**src/rtl/boot_ovl_pkg.sv**
```systemverilog
package boot_ovl_pkg;

  // Overlay life cycle: armed at reset, optionally waiting, then cleared.
  typedef enum logic [1:0] {
    OVL_ARMED   = 2'd0,
    OVL_WAITING = 2'd1,
    OVL_OPEN    = 2'd2
  } ovl_state_e;

  // Effective top bit: the overlay forces the upper half.
  function automatic logic eff_top(input logic a_top, input logic armed);
    return a_top | armed;
  endfunction

endpackage

```
**src/rtl/ovl_bus_watch.sv**
```systemverilog
module ovl_bus_watch #(
  parameter int                ADDR_W    = 24,
  parameter int                DATA_W    = 8,
  parameter logic [ADDR_W-1:0] IO_ADDR   = 24'hFFFFF0,
  parameter logic [DATA_W-1:0] CLEAR_KEY = 8'h5A
) (
  input  logic              clk,
  input  logic              rst,
  input  logic [ADDR_W-1:0] addr,
  input  logic              addr_strobe,
  input  logic              io_wr,
  input  logic [DATA_W-1:0] io_data,
  output logic              wr_hit,
  output logic              bus_end
);

  logic strobe_q;

  // Remember the strobe of the previous cycle to spot the end of a bus cycle.
  always_ff @(posedge clk) begin
    if (rst) strobe_q <= 1'b0;
    else     strobe_q <= addr_strobe;
  end

  assign bus_end = strobe_q & ~addr_strobe;

  // Clearing write: the dedicated location and the key value together.
  assign wr_hit = io_wr && (addr == IO_ADDR) && (io_data == CLEAR_KEY);

endmodule

```
**src/rtl/ovl_latch.sv**
```systemverilog
module ovl_latch
  import boot_ovl_pkg::*;
#(
  parameter int DEFER_CYCLES = 2
) (
  input  logic clk,
  input  logic rst,
  input  logic defer_en,
  input  logic wr_hit,
  input  logic bus_end,
  output logic overlay,
  output logic pending
);

  generate
    if (DEFER_CYCLES == 0) begin : g_immediate
      logic armed_q;
      always_ff @(posedge clk) begin
        if (rst)         armed_q <= 1'b1;
        else if (wr_hit) armed_q <= 1'b0;
      end
      assign overlay = armed_q;
      assign pending = 1'b0;
    end else begin : g_deferred
      localparam int             CNT_W = $clog2(DEFER_CYCLES + 1);
      localparam logic [CNT_W-1:0] LOAD = CNT_W'(DEFER_CYCLES);
      localparam logic [CNT_W-1:0] LAST = CNT_W'(1);

      ovl_state_e       state_q;
      logic [CNT_W-1:0] left_q;

      always_ff @(posedge clk) begin
        if (rst) begin
          state_q <= OVL_ARMED;
          left_q  <= '0;
        end else begin
          case (state_q)
            OVL_ARMED: begin
              if (wr_hit) begin
                if (defer_en) begin
                  state_q <= OVL_WAITING;
                  left_q  <= LOAD;
                end else begin
                  state_q <= OVL_OPEN;
                end
              end
            end
            OVL_WAITING: begin
              if (bus_end) begin
                if (left_q == LAST) state_q <= OVL_OPEN;
                else                left_q  <= left_q - LAST;
              end
            end
            default: state_q <= OVL_OPEN;
          endcase
        end
      end

      assign overlay = (state_q != OVL_OPEN);
      assign pending = (state_q == OVL_WAITING);
    end
  endgenerate

endmodule

```
**src/rtl/ovl_select.sv**
```systemverilog
module ovl_select
  import boot_ovl_pkg::*;
(
  input  logic clk,
  input  logic rst,
  input  logic a_top,
  input  logic addr_strobe,
  input  logic overlay,
  output logic rom_cs_n,
  output logic ram_cs_n,
  output logic eff_a23
);

  logic top_eff;
  assign top_eff = eff_top(a_top, overlay);

  always_ff @(posedge clk) begin
    if (rst) begin
      rom_cs_n <= 1'b1;
      ram_cs_n <= 1'b1;
      eff_a23  <= 1'b1;
    end else begin
      rom_cs_n <= ~(addr_strobe & top_eff);
      ram_cs_n <= ~(addr_strobe & ~top_eff);
      eff_a23  <= top_eff;
    end
  end

endmodule

```
**src/rtl/boot_overlay_decoder.sv**
```systemverilog
module boot_overlay_decoder #(
  parameter int                ADDR_W       = 24,
  parameter int                DATA_W       = 8,
  parameter logic [ADDR_W-1:0] IO_ADDR      = 24'hFFFFF0,
  parameter logic [DATA_W-1:0] CLEAR_KEY    = 8'h5A,
  parameter int                DEFER_CYCLES = 2
) (
  input  logic              clk,
  input  logic              rst,
  input  logic [ADDR_W-1:0] addr,
  input  logic              addr_strobe,
  input  logic              io_wr,
  input  logic [DATA_W-1:0] io_data,
  input  logic              defer_en,
  output logic              rom_cs_n,
  output logic              ram_cs_n,
  output logic              eff_a23
);

  localparam int TOP = ADDR_W - 1;

  logic wr_hit;
  logic bus_end;
  logic overlay;
  logic pending;

  ovl_bus_watch #(
    .ADDR_W    (ADDR_W),
    .DATA_W    (DATA_W),
    .IO_ADDR   (IO_ADDR),
    .CLEAR_KEY (CLEAR_KEY)
  ) u_watch (
    .clk         (clk),
    .rst         (rst),
    .addr        (addr),
    .addr_strobe (addr_strobe),
    .io_wr       (io_wr),
    .io_data     (io_data),
    .wr_hit      (wr_hit),
    .bus_end     (bus_end)
  );

  ovl_latch #(
    .DEFER_CYCLES (DEFER_CYCLES)
  ) u_latch (
    .clk      (clk),
    .rst      (rst),
    .defer_en (defer_en),
    .wr_hit   (wr_hit),
    .bus_end  (bus_end),
    .overlay  (overlay),
    .pending  (pending)
  );

  ovl_select u_sel (
    .clk         (clk),
    .rst         (rst),
    .a_top       (addr[TOP]),
    .addr_strobe (addr_strobe),
    .overlay     (overlay),
    .rom_cs_n    (rom_cs_n),
    .ram_cs_n    (ram_cs_n),
    .eff_a23     (eff_a23)
  );

endmodule

```
**config.mk**
```make
export PLATFORM = sky130hd
export DESIGN_NAME = boot_overlay_decoder
export DESIGN_NICKNAME = d
export VERILOG_FILES = /design/src/rtl/boot_ovl_pkg.sv /design/src/rtl/ovl_bus_watch.sv /design/src/rtl/ovl_latch.sv /design/src/rtl/ovl_select.sv /design/src/rtl/boot_overlay_decoder.sv
export SDC_FILE = /design/constraint.sdc
export NUM_CORES = 1
export LEC_CHECK = 0
export CORE_UTILIZATION = 29
export DETAILED_ROUTE_END_ITERATION = 8
export MAX_ROUTING_LAYER = met4
export PLACE_DENSITY = 0.87
export SYNTH_ARGS = -nofsm -noshare
export SYNTH_HDL_FRONTEND = slang
export SYNTH_SLANG_ARGS = --single-unit
```
**constraint.sdc**
```tcl
create_clock -name clk -period 2.5 [get_ports clk]
set_clock_uncertainty 0.1 [all_clocks]
set_input_delay 0.75 -clock clk [delete_from_list [all_inputs] [get_ports clk]]
set_output_delay 0.75 -clock clk [all_outputs]
set_load 0.01 [all_outputs]
```
==> flow_summary.yaml <==
floorplan:
  core_area_sq_mm: 0.00137
  ios: 40
  die_x_um: 41.4
  start_util_pct: 32.9
  die_h_um: 41.4
  die-area_sq_mm: 0.00171
  rows: 13
finish:
  fin_nets: 128
  nFillCells: 130
  layout-drive-gt1-share_pct: 6.82
  area_growth_pct: 95.3
  design_area_sq_um: 877
  diodes: 0
cts:
  cts_buffer_depth: 2
  hold_buffers: 0
  cts_resized: 0
  cts_num_sinks: 8
  cts_tree: "built"
  clk_root_buffer_cell: "clkbuf_4"
  cts_buffers: 3
  clk_pin_slew_worst_paths_ns: 0.05
  h-tree-depth: 1
  cts_setup_buffers: 0
  clk_latency_ns: 0.26
detailed_routing:
  wirelength_um: 1350
  vias: 542
  final_antenna_net_count: 0
  drtPass1Iterations: 4
  wire_per_inst_um: 13.1
  via_per_inst: 5.26
  initialDrtViolationCount: 7
  route.detailed.drc: 0
global_route:
  grt.total_usage_pct: 21.9
  use_met3_pct: 2.13
  use_met1_pct: 17.7
  grt_pass1_vias: 618
  grt_busiest_layer: "met2"
  grt_max_degree: 11
  antenna_found_initial: 0
  use_met2_pct: 44.5
  grt_pass1_wl_um: 2300
  overflow: 0
yosys:
  netlist_instances: 47
  syn_area_sq_um: 449
  async_reset_ff_share_pct: 0
  syn_nets: 85
  synth_seq_area_share_pct: 35.7
  ys_types: 24
  synth_area_leaders: "dfxtp_1, nand2b_1, nand4b_4"
  yosys-top-cells-count: "dfxtp_1, nand2b_1, nor2_1, a211oi_1, nand4_1"
  ys.flop_type: "dfxtp_1"
  synth-edff-count: 0
  postSynthAreaPerCell_sq_um: 9.56
  synth_warnings: 0
  synth_top_area_share_pct: 35.7
  synth-seq-cells: 8
  post-synth-top-area-cell: "dfxtp_1"
  yosys.cell_count.top_type: "dfxtp_1"
timing:
  setup_ws_ns: 0.207
  min_period_ns: 2.29
  setup_violations: 0
  fmax_mhz: 436
  period_share_pct: 91.7
  tightest_slew_ns: 0.350
  rsz0062_at_grt: "no"
  fin_hold_ws_ns: 0.450
  hold_viol: 0
  max_slew_margin_pct: 76.5
  maxSlewViolCount: 0
setup_path:
  cp_max_fo: 4
  critical_path.startpoint_type: "primary input"
  slowest_delay_ns: 0.53
  reg2reg_from: "u_latch.g_deferred.left_q[1]"
  critPathTopFamily: "simple AND/OR/NAND/NOR gates"
  cp-startpoint: "addr[1]"
  critical_path_required_ns: 2.56
  crit_path_top_delay_cell: "or4b_1"
  rrSetupSlack_ns: 0.88
  critical_path_arrival_ns: 2.35
  reg2reg_depth: 5
  end_kind: "register"
  r2r-end: "u_latch.g_deferred.state_q[0]"
  critical_path_class: "in -> reg"
  crit_chain: "clkdlybuf4s50_1 -> or4b_1 -> nor4_2 -> nand3_2 -> a211oi_1"
  path_buf_inv: 1
power:
  p_leak_nw: 0.316
  finalPower_uw: 303
  peakVddDrop_mv: 0.149
  pwr_density_cell_mw_per_mm2: 346
placed_design:
  gp_congestion: 0.680
  placed_cell_area_sq_um: 855
  pre_cts_ws_ns: -0.0584
  io_buffers: 39
  hpwlAfterDp_um: 1200
worst_hold_path:
  holdPathEnd: "u_latch.g_deferred.left_q[1]"
  hp-class: "reg -> reg"
  whs_path_depth: 2
  min_from: "u_latch.g_deferred.left_q[1]"
run:
  drv_cap: 0
run_status:
  status: "completed"
-- state kept, by name, indices dropped and copies added, names as in the netlist --
register	count
u_sel.rom_cs_n	1
u_latch.g_deferred.state_q	2
u_sel.ram_cs_n	1
u_latch.g_deferred.left_q	2
u_watch.strobe_q	1
u_sel.eff_a23	1
-- cells by family after synthesis --
| logic type | share of synthesized area [%] |
|---|---|
| AO/OA/AOI/OAI | 8.08 |
| multiplexers | 4.46 |
| buffers and inverters | 1.67 |
| flip-flops | 35.7 |
| adder cells (fa/ha/maj) | 2.79 |
| AND/OR/NAND/NOR | 47.4 |
-- placed cells by master (no fill, tap or decap), types with 2 or more instances in the layout --
| master | n |
|---|---|
| mux2i_1 | 2 |
| nor3b_1 | 2 |
| nand2b_1 | 5 |
| a211oi_1 | 3 |
| nand4_1 | 3 |
| nand2_1 | 2 |
| nand4b_1 | 2 |
| nor2_1 | 4 |
| nor2b_1 | 2 |
| dfxtp_1 | 8 |
| clkbuf_4 | 3 |
| clkdlybuf4s50_1 | 39 |
-- through the flow --
step           setup TNS [ns]  utilization, %  cells
2_1_floorplan               0               -     47
3_3_place_gp                0            62.5    100
3_5_place_dp           -0.109            62.5    100
4_1_cts                     0            64.2    103
5_1_grt                     0            64.2    103
6_report                    0            64.2    103
-- layer usage --
layer / vias to the layer above / share of wire (%)
li1: 265 / -
met1: 246 / 34
met2: 28 / 59
met3: 3 / 5.5
met4: 0 / 1.6
met5: - / 0
-- worst register-to-register path, stage by stage, from the launching register on --
cell and delay (ns):
dfxtp_1 0.36, inv_1 0.06, ha_1 0.18, and4b_1 0.19, or3_1 0.37, a211oi_1 0.26
-- area by class of cell --
class	count	area, sq um	area share [%]
inverters	1	3.75	0.428
repair buffers	39	390	44.5
multi-input cells	37	282	32.1
flip-flops and latches	8	160	18.3
clock buffers	3	22.5	2.57
well taps	15	18.8	2.14
-- worst max-delay path by stage --
| stage | endpoint | slack, ns | depth (start not counted) |
|---|---|---|---|
| 2_1_floorplan | u_latch.g_deferred.state_q[0] | 0.47 | 4 |
| 3_3_place_gp | u_latch.g_deferred.state_q[1] | 0.05 | 5 |
| 3_5_place_dp | u_latch.g_deferred.state_q[1] | -0.06 | 5 |
| 4_1_cts | u_latch.g_deferred.state_q[1] | 0.21 | 5 |
| 5_1_grt | u_latch.g_deferred.state_q[0] | 0.15 | 5 |
| 6_report | u_latch.g_deferred.state_q[0] | 0.21 | 5 |
-- power by group --
group | internal (mW) | switching, mW | total, mW
Combinational | 0.0570 | 0.0164 | 0.0734
Sequential | 0.129 | 0.000676 | 0.130
Clock | 0.0550 | 0.0448 | 0.0997
Total | 0.241 | 0.0618 | 0.303
Note: power is estimated with default switching activity, not from simulation.
